===== src/rtl/vnu_pkg.sv =====
package vnu_pkg;
  localparam int VN_DEG    = 3;
  localparam int CH_W      = 5;
  localparam int MSG_W     = 6;
  localparam int CH_ALIGN  = 1;
  localparam int SUM_W     = MSG_W + $clog2(VN_DEG + 1) + 1;
endpackage


===== src/rtl/vnu_align.sv =====
module vnu_align #(
  parameter int CH_W  = 5,
  parameter int ALIGN = 1,
  parameter int SUM_W = 9
) (
  input  logic [CH_W-1:0]         chan_i,
  output logic signed [SUM_W-1:0] chan_o
);
  logic signed [SUM_W-1:0] ext;
  assign ext    = SUM_W'($signed(chan_i));
  assign chan_o = ext <<< ALIGN;
endmodule


===== src/rtl/vnu_sum.sv =====
module vnu_sum #(
  parameter int DEG   = 3,
  parameter int MSG_W = 6,
  parameter int SUM_W = 9
) (
  input  logic [DEG*MSG_W-1:0]    msg_i,
  output logic signed [SUM_W-1:0] sum_o
);
  always_comb begin
    logic signed [SUM_W-1:0] acc;
    acc = '0;
    for (int k = 0; k < DEG; k++) begin
      acc = acc + SUM_W'($signed(msg_i[k*MSG_W +: MSG_W]));
    end
    sum_o = acc;
  end
endmodule


===== src/rtl/vnu_sat.sv =====
module vnu_sat #(
  parameter int IN_W  = 9,
  parameter int OUT_W = 6
) (
  input  logic signed [IN_W-1:0] val_i,
  output logic [OUT_W-1:0]       val_o
);
  localparam logic signed [IN_W-1:0] POS_LIM = IN_W'(2**(OUT_W-1) - 1);
  localparam logic signed [IN_W-1:0] NEG_LIM = -POS_LIM;

  // symmetric clip: most negative code is never produced
  always_comb begin
    if (val_i > POS_LIM)      val_o = POS_LIM[OUT_W-1:0];
    else if (val_i < NEG_LIM) val_o = NEG_LIM[OUT_W-1:0];
    else                      val_o = val_i[OUT_W-1:0];
  end
endmodule


===== src/rtl/bitnode_update.sv =====
module bitnode_update
  import vnu_pkg::*;
#(
  parameter int DEG   = VN_DEG,
  parameter int CHW   = CH_W,
  parameter int MW    = MSG_W,
  parameter int ALIGN = CH_ALIGN,
  parameter int SW    = SUM_W
) (
  input  logic              clk_i,
  input  logic              rst_ni,
  input  logic              in_valid_i,
  input  logic              init_i,
  input  logic [CHW-1:0]    chan_i,
  input  logic [DEG*MW-1:0] c2v_i,
  output logic              out_valid_o,
  output logic [DEG*MW-1:0] v2c_o,
  output logic [SW-1:0]     app_o,
  output logic              hard_o
);
  logic signed [SW-1:0] chan_al;
  logic signed [SW-1:0] msg_sum;
  logic signed [SW-1:0] total;
  logic signed [SW-1:0] app_d;
  logic [DEG*MW-1:0]    v2c_d;

  vnu_align #(.CH_W(CHW), .ALIGN(ALIGN), .SUM_W(SW)) u_align (
    .chan_i (chan_i),
    .chan_o (chan_al)
  );

  vnu_sum #(.DEG(DEG), .MSG_W(MW), .SUM_W(SW)) u_sum (
    .msg_i (c2v_i),
    .sum_o (msg_sum)
  );

  assign total = chan_al + msg_sum;
  assign app_d = init_i ? chan_al : total;

  for (genvar k = 0; k < DEG; k++) begin : g_edge
    logic signed [SW-1:0] own;
    logic signed [SW-1:0] ext;
    assign own = SW'($signed(c2v_i[k*MW +: MW]));
    // extrinsic: drop this edge's own contribution
    assign ext = init_i ? chan_al : (total - own);
    vnu_sat #(.IN_W(SW), .OUT_W(MW)) u_sat (
      .val_i (ext),
      .val_o (v2c_d[k*MW +: MW])
    );
  end

  always_ff @(posedge clk_i or negedge rst_ni) begin
    if (!rst_ni) begin
      out_valid_o <= 1'b0;
      v2c_o       <= '0;
      app_o       <= '0;
      hard_o      <= 1'b0;
    end else begin
      out_valid_o <= in_valid_i;
      if (in_valid_i) begin
        v2c_o  <= v2c_d;
        app_o  <= app_d;
        hard_o <= app_d[SW-1];
      end
    end
  end
endmodule


===== config.mk =====
export PLATFORM = sky130hd
export DESIGN_NAME = bitnode_update
export DESIGN_NICKNAME = d
export VERILOG_FILES = /design/src/rtl/vnu_pkg.sv /design/src/rtl/vnu_align.sv /design/src/rtl/vnu_sum.sv /design/src/rtl/vnu_sat.sv /design/src/rtl/bitnode_update.sv
export SDC_FILE = /design/constraint.sdc
export NUM_CORES = 1
export LEC_CHECK = 0
export ABC_AREA = 1
export BUFFER_PORTS_ARGS = -buffer_cell sky130_fd_sc_hd__buf_4
export CAP_MARGIN = 20
export CORE_AREA = 2 2 81 83
export CTS_BUF_LIST = sky130_fd_sc_hd__clkbuf_4 sky130_fd_sc_hd__clkbuf_8
export DETAILED_ROUTE_END_ITERATION = 10
export DIE_AREA = 0 0 83 85
export PLACE_DENSITY = 0.9
export SYNTH_ARGS = -nofsm -noshare
export SYNTH_HDL_FRONTEND = slang
export SYNTH_SLANG_ARGS = --single-unit

===== constraint.sdc =====
create_clock -name clk_i -period 1 [get_ports clk_i]
set_input_delay 0 -clock clk_i [delete_from_list [all_inputs] [get_ports clk_i]]
set_output_delay 0 -clock clk_i [all_outputs]
set_load 0.01 [all_outputs]

==> summary.md, run 1 <==
| Metric | Value |
|---|---|
| CTS sink cnt | 28 |
| Post-synthesis instance total | 562 |
| Largest net degree at the start of global routing | 29 |
| IO Count | 56 |
| Simple-gate share of the synthesized area | between 30% and 40% |
| Run-stopping error | [ERROR GRT-0232] Routing congestion too high. Check the congestion heatmap in the GUI. |
| Synth warn | 0 |
| Gr ovfl total | 18 |
| Cell taking the most area after synthesis | dfrtp_1 |
| Die Y-Extent | 85 um |
| #FFs+latches synth | 28 |
| Yosys top cell area share | 19.30% |
| Die X | a little over 80 um |
| Multiplexer share of the synthesized area | 0% |
| Seq/Total Area, Yosys | between 10% and 20% |
| Top area cells in the synthesized netlist | dfrtp_1, nand2_1, ha_1, inv_1, nand3_1 |
| CTS HTree Levels | 1 |
| Root Buffer | clkbuf_8 |
| Worst endpoint type | register input |
| Row count | 29 |
| Initial Utilization | between 50% and 60% |
| Netlist cell types | 32 |
| Placer's final routability congestion estimate | 0.9368 |
| Cell Area, Synth | ~3600 sq um |
| Exit stage | global routing (5_1_grt) |
| Post-synthesis xor/xnor area fraction | around 2.9% |
| Syn avg cell area | roughly 6.5 sq um |
| Compound-gate portion of the synthesized area | under 10% |
| Outcome | stopped before the end |
| CTS Buf Count | 3 |
| Post-Synth Adder-Cell Area | 19.16% |
| Critical endpoint after global-route timing repair | v2c_o[0]$_DFFE_PN0P_/D |
| Mapped Nets | 638 |
| Clock Path Buffers | 2 |
| Overall Global Routing Usage | between 60% and 70% |
| Hpwl dp | ~9.6 mm |
| # port buffers | 55 |
| Largest family of logic cells by synthesized area | simple AND/OR/NAND/NOR gates |
## logic make-up after synthesis
| logic type | Yosys count |
|---|---|
| buffers and inverters | 117 |
| and+or+nand+nor | 306 |
| adders and majority gates | 49 |
| AOI/OAI and AO/OA | 50 |
| xor gates and xnor gates | 12 |
| DFF | 28 |
## what timing repair did
action | 4_1_cts
pin swaps | 41
hold buffers | 2
resized for setup | 57
setup endpoints to repair | 26
buffers inserted | 10
endpoints found under the hold margin | 29
## layer usage
| metal | overflow | track usage (%) |
|---|---|---|
| met5 | 0 | 6.993 |
| met4 | 11 | 72.28 |
| met1 | 1 | 67.26 |
| met2 | 6 | 92.08 |
| met3 | 0 | 44.55 |
## per-stage QoR
stage / instance area, sq um / TNS (ns) / instances / hold slack [ns] / setup slack (ns)
2_1_floorplan: 3754 / -54.68 / 562 / -0.2956 / -2.573
3_3_place_gp: 5054 / -65.43 / 794 / -0.08006 / -2.956
3_5_place_dp: 5054 / -69.97 / 794 / -0.06671 / -3.153
4_1_cts: 5454 / -58.57 / 810 / 0.01919 / -2.677
## Yosys cell counts (all sizes together)
master  instances
a21o            1
a21oi          32
a22o            1
a31oi           1
buf             6
clkbuf          4
dfrtp          28
fa             11
ha             38
inv           107
nand2         177
nand3          69
nand3b          1
nand4          13
nor2           41
o211ai          3
o21ai           9
o21bai          1
o31ai           2
or2             5
xnor2           3
xor2            9
==> inputs of run 2 (changes only) <==
Settings changed: CORE_AREA 2 2 81 83 to 2 2 99 101, CTS_BUF_LIST sky130_fd_sc_hd__clkbuf_4 sky130_fd_sc_hd__clkbuf_8 to unset, DIE_AREA 0 0 83 85 to 0 0 101 103, PLACE_DENSITY 0.9 to unset, PLACE_DENSITY_LB_ADDON set to 0.15.
==> summary.md, run 2 <==
| Metric | Value |
|---|---|
| Post-synth EDFFs | 0 (unchanged) |
| Final Non-Filler Cells | just under 900 |
| Max_slew headroom | between 70% and 80% |
| Synth warn | 0 (unchanged) |
| Setup Skew | 0 ns |
| Worst EP arrival | approximately 3.9 ns |
| Hpwl dp | 9.329 mm (-3.3%) |
| Max Cap Viol | 0 |
| Cell with the most instances after synthesis | nand2_1 |
| Pre-CTS WS | -3.085 ns (+0.06794 ns) |
| Fmax | between 200 and 300 MHz |
| CTS Buf Count | 3 (unchanged) |
| Ant. Diodes | 0 |
| Post-DRT Antenna Nets | 0 |
| Crit path kind | input pin to register |
| Clock transition at path regs | roughly 0.090 ns |
| Setup slack after layout | -2.690 ns |
| Most common cell after layout, fill and taps aside | buf_4 |
| Final Setup Violations | 26 |
| DRT Pass-1 Iters | 5 |
| Layout cell share with drive strength beyond 1 | around 45% |
| P_int | about 0.011 W |
| Ys flop type | dfrtp_1 |
| Root Buffer | clkbuf_8 |
| Routed wire length | around 12 mm |
| #FFs+latches synth | 28 (unchanged) |
| Crit-path max cell delay | around 0.55 ns |
| Pwr Total | 0.02088 W |
| Vias | approximately 4200 |
| Tcrit/Tclk final | 369.0% |
| IO Count | 56 (unchanged) |
| Setup TNS | -58.77 ns |
| Most common cell on crit path | buf_6 |
| Worst-Margin Slew | roughly 0.35 ns |
| CTS HTree Levels | 1 (unchanged) |
| Final hold vios | 0 |
| # port buffers | 55 (unchanged) |
| Outcome | finished with violations |
| Placer's final routability congestion estimate | 0.8782 (-6.3%) |
| Netlist cell types | 32 (unchanged) |
| Clock power frac | around 3.3% |
| Post-synthesis instance total | 562 (unchanged) |
| Req. time, crit path | between 1 and 1.5 ns |
| Largest registers | v2c_o: 18 flops, app_o: 9 flops, out_valid_o: 1 flops |
| Ys async rst share | 100.0% (unchanged) |
| Seq/Total Area, Yosys | 19.30% (unchanged) |
| Sw Share | a little under half |
| CTS sink cnt | 28 (unchanged) |
| Die area | ~10000 sq um |
| Latest clock arrival within the worst-skew pair | around 0.27 ns |
| Synth cell count leaders | nand2_1, inv_1, nand3_1 |
| CTS tree | yes |
| Vias in the first global route | around 4100 |
| Final Core Density | between 60% and 70% |
| First-pass GRT wire length | 18.57 mm |
| Cell Area, Synth | 3631 sq um (unchanged) |
| Final Critical Period | 3.690 ns |
| Max-slew violation count | 0 |
| Worst Path Max Fanout | 5 |
| Seq pwr share | ~8.6% |
| Routed vias/inst | about 4.8 |
| Critical Path End Type | register |
| Failing checks | negative setup slack |
| HP Class | input pin to async pin |
| Gr ovfl total | 0 |
| Largest reg by FF count | v2c_o |
| Residual DRC | 0 |
| Mapped Nets | 638 (unchanged) |
| Yosys top cell area share | 19.30% (unchanged) |
| Power per Cell Area | between 3000 and 4000 nW/um^2 |
| Antenna violations before repair | 0 |
| Overall Global Routing Usage | between 20% and 30% |
| Row count | 36 (+24%) |
| Initial Utilization | 38.39% (-20 points) |
| Nets | approximately 850 |
| Cell taking the most area after synthesis | dfrtp_1 |
| Clock Path Buffers | 2 (unchanged) |
| Sw Pwr | approximately 0.0099 W |
| Max reg flops | 18 |
| RSZ-0062 raised after global routing | yes |
| Synthesis-to-finish area growth | 68.92% |
| Crit start category | input pin |
| CP max stage cell | fa_1 |
| Placed Cells | 853 (+7.4%) |
| DR WL/cell | around 13 um |
| Die X | 101 um (+22%) |
| Lkg Pwr | around 3.3 nW |
| Peak supply drop | 0.001428 V |
| Die Y-Extent | 103 um (+21%) |
| Largest net degree at the start of global routing | 29 |
| Core area | around 9500 sq um |
| Syn avg cell area | 6.461 sq um (unchanged) |
| Most frequent cells in the layout | buf_4, nand2_1, inv_1 |
| Comb power frac | 88.1% |
| Number of DRC markers in iteration 0 | 134 |
| Top area cells in the synthesized netlist | dfrtp_1, nand2_1, ha_1, inv_1, nand3_1 |
## run 2: final timing paths
| kind | cells past startpoint | slack [ns] | startpoint | to |
|---|---|---|---|---|
| setup / recovery | 28 | -2.69 | c2v_i[1] | v2c_o[6]$_DFFE_PN0P_ |
| hold / removal | 2 | 0.17 | rst_ni | v2c_o[4]$_DFFE_PN0P_ |
| setup reg to reg | 1 | 0.26 | app_o[8]$_DFFE_PN0P_ | app_o[8]$_DFFE_PN0P_ |
| hold reg to reg | 2 | 0.48 | app_o[1]$_DFFE_PN0P_ | app_o[1]$_DFFE_PN0P_ |
| max in group asynchronous | 2 | 0.57 | rst_ni | v2c_o[5]$_DFFE_PN0P_ |
| min in group clk_i | 4 | 0.17 | init_i | app_o[6]$_DFFE_PN0P_ |
## run 2: per-stage QoR
| step | hold WS, ns | instance area [sq um] |
|---|---|---|
| 3_5_place_dp | -0.06802 | 5265 |
| 5_1_grt | 0.1853 | 6133 |
| 6_report | 0.1707 | 6133 |
| 2_1_floorplan | -0.2956 | 3754 |
| 4_1_cts | 0.1663 | 5710 |
| 3_3_place_gp | -0.06983 | 5265 |
## run 2: cell families (layout without fill, tap and decap cells)
| logic type | Yosys count | count (layout) | synth area share [%] |
|---|---|---|---|
| fa+ha+maj | 49 | 49 | 19.16 |
| compound gates | 50 | 50 | 7.822 |
| flops | 28 | 28 | 19.30 |
| xor+xnor | 12 | 12 | 2.895 |
| simple gates | 306 | 306 | 38.46 |
| buf+inv | 117 | 324 | 12.37 |
## run 2: area by class of cell
type / instances / area [sq um]
fillers: 812 / 3326
flip-flops and latches: 28 / 700.7
well taps: 114 / 142.6
clock buffers: 4 / 55.05
inverters: 107 / 416.7
multi-input cells: 417 / 3082
repair buffers: 213 / 1737
## run 2: metal layers
metal,global-route usage (%),part of all wire [%],vias up
met5,0,0,-
met4,5.198,1.6,0
met3,0.6102,3.0,14
met2,42.97,52,105
met1,27.65,43,1920
li1,-,-,2182
## run 2: repair_timing
action / CTS / global route
endpoints found under the setup margin: 26 / 26
pin swaps: 40 / 55
hold endpoints to repair: 30 / 0
hold buffers: 3 / 0
resized for setup: 60 / 73
buffers inserted: 11 / 14
## run 2: worst max-delay path: cells and delay by family
family | cells | cell delay, ns
buffers and inverters | 9 | 0.82
AOI/OAI and AO/OA | 1 | 0.05
adders and majority gates | 5 | 1.63
and+or+nand+nor | 11 | 0.94
xor gates and xnor gates | 2 | 0.43
## run 2: power groups by stage
stage,sequential (W),combinational [W],clock (W)
detailed placement,0.00183,0.0140,0
CTS,0.00181,0.0157,0.000701
global route,0.00185,0.0202,0.000738
floorplan,0.00200,0.00812,0
global placement,0.00180,0.0137,0
finish,0.00180,0.0184,0.000689
Power figures use the tool's default switching activity.
==> inputs of run 3 (changes only) <==
Settings changed: SKIP_CTS_REPAIR_TIMING set to 1.
==> summary.md, run 3 (synthesis gave the netlist of run 2 again) <==
| Metric | Value |
|---|---|
| Ant. Diodes | 0 (unchanged) |
| Core area | 9459 sq um (unchanged) |
| Peak supply drop | 0.001508 V (+5.6%) |
| Max-slew violation count | 0 (unchanged) |
| Hold WS | 0.01293 ns (-0.1578 ns) |
| Overall Global Routing Usage | 21.04% (-1.3 points) |
| Final Critical Period | 3.677 ns (-0.01312 ns) |
| R2R cell count | 1 (unchanged) |
| FILL cells | 801 (-1.4%) |
| Worst-Margin Slew | 0.3569 ns (+0.002752 ns) |
| Reg2reg setup slack | 0.27 ns (about the same) |
| Die Y-Extent | 103 um (unchanged) |
| RSZ-0062 raised after global routing | yes |
| Post-DRT Antenna Nets | 0 (unchanged) |
| First-pass GRT wire length | 17.62 mm (-5.1%) |
| Die X | 101 um (unchanged) |
| Pwr Total | 0.02092 W (+0.20%) |
| Die area | 10400 sq um (unchanged) |
| Crit-path max cell delay | 0.55 ns (about the same) |
| Gr ovfl total | 0 (unchanged) |
| Outcome | finished with violations |
| Reg area | 700.7 sq um (unchanged) |
| Largest reg by FF count | v2c_o |
| Nets | 844 (-0.24%) |
| Final Setup Violations | 26 (unchanged) |
| Hpwl dp | 9.329 mm (unchanged) |
| Fmax | 272.0 MHz (+0.36%) |
| Most common cell on crit path | nand2_1 |
| Setup Skew | 0 ns (unchanged) |
| Max reg flops | 18 (unchanged) |
| Area post-placement | 5265 sq um (unchanged) |
| Req. time, crit path | 1.17 ns (about the same) |
| CTS tree | yes |
| Tcrit/Tclk final | 367.7% (-1.3 points) |
| Routed vias/inst | 4.830 (+1.0%) |
| CTS HTree Levels | 1 (unchanged) |
| DR WL/cell | 13.25 um (-1.1%) |
| Critical Path End Type | register |
| IO Count | 56 (unchanged) |
| Initial Utilization | 38.39% (unchanged) |
| Routed wire length | 11.68 mm (-1.3%) |
| Clock transition at path regs | 0.09 ns (about the same) |
| Latest clock arrival within the worst-skew pair | 0.27 ns (about the same) |
| Antenna violations before repair | 0 (unchanged) |
| Crit path kind | input pin to register |
| CTS Buf Count | 3 (unchanged) |
| CP max stage cell | fa_1 |
| Largest net degree at the start of global routing | 29 (unchanged) |
| Layout cell share with drive strength beyond 1 | 47.07% (+1.9 points) |
| Max_slew headroom | 76.12% (-0.18 points) |
| Crit start category | input pin |
| Vias in the first global route | 4006 (-2.9%) |
| Synthesis-to-finish area growth | 69.64% |
| Vias | 4255 (+0.81%) |
| DRT Pass-1 Iters | 4 (-1) |
| Failing checks | negative setup slack |
| Worst EP arrival | 3.84 ns (-0.02 ns) |
| Placer's final routability congestion estimate | 0.8782 (unchanged) |
| Final instance area | 6160 sq um (+0.43%) |
| Most common cell after layout, fill and taps aside | buf_4 |
| Max Cap Viol | 0 (unchanged) |
| Setup slack after layout | -2.677 ns (+0.01312 ns) |
| # port buffers | 55 (unchanged) |
| Multi-input gate area | 3118 sq um (+1.2%) |
| Setup TNS | -57.74 ns (+1.036 ns) |
| Clock Path Buffers | 2 (unchanged) |
| CTS sink cnt | 28 (unchanged) |
| HP Class | input pin to register |
| Number of DRC markers in iteration 0 | 154 (+15%) |
| Most frequent cells in the layout | buf_4, nand2_1, inv_1 |
| Final hold vios | 0 (unchanged) |
| Root Buffer | clkbuf_8 |
| Row count | 36 (unchanged) |
| Largest registers | v2c_o: 18 flops, app_o: 9 flops, out_valid_o: 1 flops |
| Worst Path Max Fanout | 5 (unchanged) |
| Lkg Pwr | 3.338 nW (-0.10%) |
| Residual DRC | 0 (unchanged) |
| Power per Cell Area | 3397 nW/um^2 (-0.23%) |
| Hold Crit Depth | 3 |
-- run 3: cell count changes in the layout (fill, tap and decap cells not counted), moves of 2 or more --
cell	delta
inv_1	-4
nand2_2	+2
inv_4	+2
nand3_2	+6
a21oi_2	+7
a21oi_1	-7
nand2_1	-3
buf_4	-2
inv_2	+2
nand3_1	-3
nand3_4	-3
-- run 3: critical path, delay by kind of cell --
kind	cells	cell delay [ns]
AO/OA/AOI/OAI	2	0.33
XOR/XNOR	2	0.32
adder cells (fa/ha/maj)	5	1.52
buffers and inverters	7	0.59
AND/OR/NAND/NOR	12	1.08
-- run 3: path summary, 6_finish.rpt --
path | endpoint | from
hold / removal | v2c_o[17]$_DFFE_PN0P_ | in_valid_i
setup / recovery | v2c_o[6]$_DFFE_PN0P_ | c2v_i[7]
hold reg to reg | app_o[1]$_DFFE_PN0P_ | app_o[1]$_DFFE_PN0P_
setup reg to reg | app_o[8]$_DFFE_PN0P_ | app_o[8]$_DFFE_PN0P_
min in group asynchronous | v2c_o[4]$_DFFE_PN0P_ | rst_ni
max in group asynchronous | v2c_o[5]$_DFFE_PN0P_ | rst_ni
-- run 3: where the power goes --
part,switching [W],internal (W)
clock,0.000333,0.000352
combinational,0.00933,0.00911
sequential,0.000241,0.00156
total,0.00990,0.0110
-- run 3: final cells by class --
| cell class | instances | share of cell area, % |
|---|---|---|
| multi-input cells | 417 | 50.62 |
| flip-flops and latches | 28 | 11.38 |
| inverters | 107 | 6.845 |
| repair buffers | 211 | 27.95 |
| clock buffers | 4 | 0.8938 |
| well taps | 114 | 2.316 |
-- run 3: routing by layer --
| layer | up-vias | routed length [um] | global-route usage [%] |
|---|---|---|---|
| met5 | - | 0 | 0 |
| met4 | 0 | 282 | 5.613 |
| met3 | 22 | 308 | 0.6102 |
| met2 | 94 | 6009 | 39.18 |
| met1 | 1958 | 5075 | 26.84 |
| li1 | 2181 | - | - |
-- run 3: metrics by stage --
step | setup WS, ns | cells | util, %
final | -2.677 | 881 | 65.12
after global routing | -2.862 | 881 | 65.12
after floorplan | -2.573 | 562 | -
after detailed placement | -3.085 | 853 | 55.66
after CTS | -2.810 | 857 | 56.24
after global placement | -3.065 | 853 | 55.66
==> inputs of run 4 (changes only) <==
Settings changed: CELL_PAD_IN_SITES_DETAIL_PLACEMENT set to 0, CELL_PAD_IN_SITES_GLOBAL_PLACEMENT set to 1.
==> summary.md, run 4 (synthesis gave the netlist of run 2 again) <==
| Metric | Value |
|---|---|
| Seq pwr share | 8.6% (about the same) |
| Setup Skew | 0 ns (unchanged) |
| P_int | 0.01080 W (-2.0%) |
| Initial Utilization | 38.39% (unchanged) |
| Routed vias/inst | 4.765 (-1.3%) |
| Final Core Density | 63.08% (-2.0 points) |
| Number of DRC markers in iteration 0 | 96 (-38%) |
| Die X | 101 um (unchanged) |
| Vias | 4069 (-4.4%) |
| Root Buffer | clkbuf_8 |
| Placed Cells | 836 (-2.0%) |
| Residual DRC | 0 (unchanged) |
| Clock Path Buffers | 2 (unchanged) |
| Worst-Margin Slew | 0.4151 ns (+0.05819 ns) |
| Final hold vios | 0 (unchanged) |
| Largest reg by FF count | v2c_o |
| Latest clock arrival within the worst-skew pair | 0.27 ns (about the same) |
| Max reg flops | 18 (unchanged) |
| Hpwl dp | 9.754 mm (+4.6%) |
| Die Y-Extent | 103 um (unchanged) |
| Most frequent cells in the layout | buf_4, nand2_1, inv_1 |
| Most common cell after layout, fill and taps aside | buf_4 |
| Max Cap Viol | 0 (unchanged) |
| Sw Pwr | 0.01008 W (+1.9%) |
| HP Class | input pin to register |
| Worst Path Max Fanout | 6 (+1) |
| Worst EP arrival | 3.86 ns (+0.02 ns) |
| Peak supply drop | 0.001547 V (+2.6%) |
| Crit start category | input pin |
| Metal1 wirelength | 5.535 mm (+9.1%) |
| Fmax | 270.4 MHz (-0.58%) |
| Final Setup Violations | 26 (unchanged) |
| IO Count | 56 (unchanged) |
| Comb power frac | 87.2% (-0.9 points) |
| Hold Crit Depth | 3 (unchanged) |
| FILL cells | 868 (+8.4%) |
| Layout cell share with drive strength beyond 1 | 45.27% (-1.8 points) |
| Post-DRT Antenna Nets | 0 (unchanged) |
| First-pass GRT wire length | 17.90 mm (+1.6%) |
| Core area | 9459 sq um (unchanged) |
| Critical Path End Type | register |
| Failing checks | negative setup slack |
| Crit path kind | input pin to register |
| RSZ-0062 raised after global routing | yes |
| Max_slew headroom | 72.29% (-3.8 points) |
| Clock power frac | 4.2% (+0.9 points) |
| Synthesis-to-finish area growth | 64.33% |
| Lkg Pwr | 3.206 nW (-4.0%) |
| Largest net degree at the start of global routing | 29 (unchanged) |
| Gr ovfl total | 0 (unchanged) |
| R2R cell count | 1 (unchanged) |
| Met3 routed WL | 309 um (+0.32%) |
| Tcrit/Tclk final | 369.8% (+2.2 points) |
| Power per Cell Area | 3499 nW/um^2 (+3.0%) |
| Sw Share | 48.29% (+0.97 points) |
| Vias in the first global route | 3813 (-4.8%) |
| Hold WS | 0.04283 ns (+0.02990 ns) |
| Routed wire length | 11.98 mm (+2.6%) |
| Wire length on met2 | 5.986 mm (-0.38%) |
| Top routing layer used | met4 |
| Req. time, crit path | 1.16 ns (about the same) |
| Final Non-Filler Cells | 854 (-3.1%) |
| DRT Pass-1 Iters | 4 (unchanged) |
| CTS tree | yes |
| Ant. Diodes | 0 (unchanged) |
| # port buffers | 55 (unchanged) |
| Nets | 817 (-3.2%) |
| CTS HTree Levels | 1 (unchanged) |
| Setup slack after layout | -2.698 ns (-0.02159 ns) |
| Placer's final routability congestion estimate | 0.8966 (+2.1%) |
| Overall Global Routing Usage | 21.72% (+0.68 points) |
| Final Critical Period | 3.698 ns (+0.02159 ns) |
| CTS Buf Count | 3 (unchanged) |
| Outcome | finished with violations |
| DR WL/cell | 14.02 um (+5.8%) |
| Clock transition at path regs | 0.10 ns (about the same) |
| Die area | 10400 sq um (unchanged) |
| Row count | 36 (unchanged) |
| CTS sink cnt | 28 (unchanged) |
| Largest registers | v2c_o: 18 flops, app_o: 9 flops, out_valid_o: 1 flops |
| Max-slew violation count | 0 (unchanged) |
| Antenna violations before repair | 0 (unchanged) |
[run 4: layout make-up]
cell class | count | area, sq um | share of cell area (%)
Tap cell | 114 | 142.6 | 2.390
Clock inverter | 1 | 30.03 | 0.5033
Sequential cell | 28 | 700.7 | 11.74
Multi-Input combinational cell | 417 | 3144 | 52.69
Inverter | 107 | 421.7 | 7.066
Clock buffer | 3 | 41.29 | 0.6920
Timing Repair Buffer | 184 | 1486 | 24.91
[run 4: worst max-delay path, cell delays in order]
cell	delay, ns
buf_8	0.08
inv_4	0.03
fa_1	0.54
inv_2	0.05
ha_4	0.16
fa_2	0.36
xor2_1	0.18
ha_1	0.35
buf_4	0.17
xor2_2	0.19
buf_4	0.15
ha_1	0.35
a21oi_1	0.24
nand2_1	0.11
nand2_1	0.10
nand4_1	0.18
nand3_2	0.17
nand3_4	0.11
nand3_4	0.10
nand2_2	0.07
nor2_2	0.11
nor2_1	0.05
[run 4: routing by layer]
metal  up-vias  GRT usage [%]
met4         0          3.534
met5         -              0
met1      1855          29.36
met2        72          39.23
met3        12         0.9492
li1       2130              -
[run 4: path summary, 6_finish.rpt]
path,from,end,slack (ns)
max,c2v_i[7],v2c_o[0]$_DFFE_PN0P_,-2.70
min,in_valid_i,v2c_o[11]$_DFFE_PN0P_,0.04
max reg2reg,app_o[8]$_DFFE_PN0P_,app_o[8]$_DFFE_PN0P_,0.24
min reg2reg,app_o[4]$_DFFE_PN0P_,app_o[4]$_DFFE_PN0P_,0.49
max in group asynchronous,rst_ni,v2c_o[17]$_DFFE_PN0P_,0.57
min in group asynchronous,rst_ni,app_o[0]$_DFFE_PN0P_,0.17
[run 4: through the flow]
stage | worst slack (ns) | power (W) | setup TNS, ns | area (sq um)
finish | -2.698 | 0.02088 | -58.96 | 5967
global route | -2.930 | 0.02278 | -64.01 | 5967
CTS | -3.020 | 0.01667 | -64.03 | 5221
detailed placement | -3.275 | 0.01571 | -71.57 | 5150
global placement | -3.163 | 0.01549 | -70.14 | 5150
floorplan | -2.573 | 0.01012 | -54.68 | 3754
[run 4: power groups by stage]
| stage | Sequential, W | Clock (W) | Combinational [W] |
|---|---|---|---|
| 2_1_floorplan | 0.00200 | 0 | 0.00812 |
| 3_3_place_gp | 0.00180 | 0 | 0.0137 |
| 3_5_place_dp | 0.00183 | 0 | 0.0139 |
| 4_1_cts | 0.00181 | 0.000896 | 0.0140 |
| 5_1_grt | 0.00185 | 0.000919 | 0.0200 |
| 6_report | 0.00180 | 0.000870 | 0.0182 |
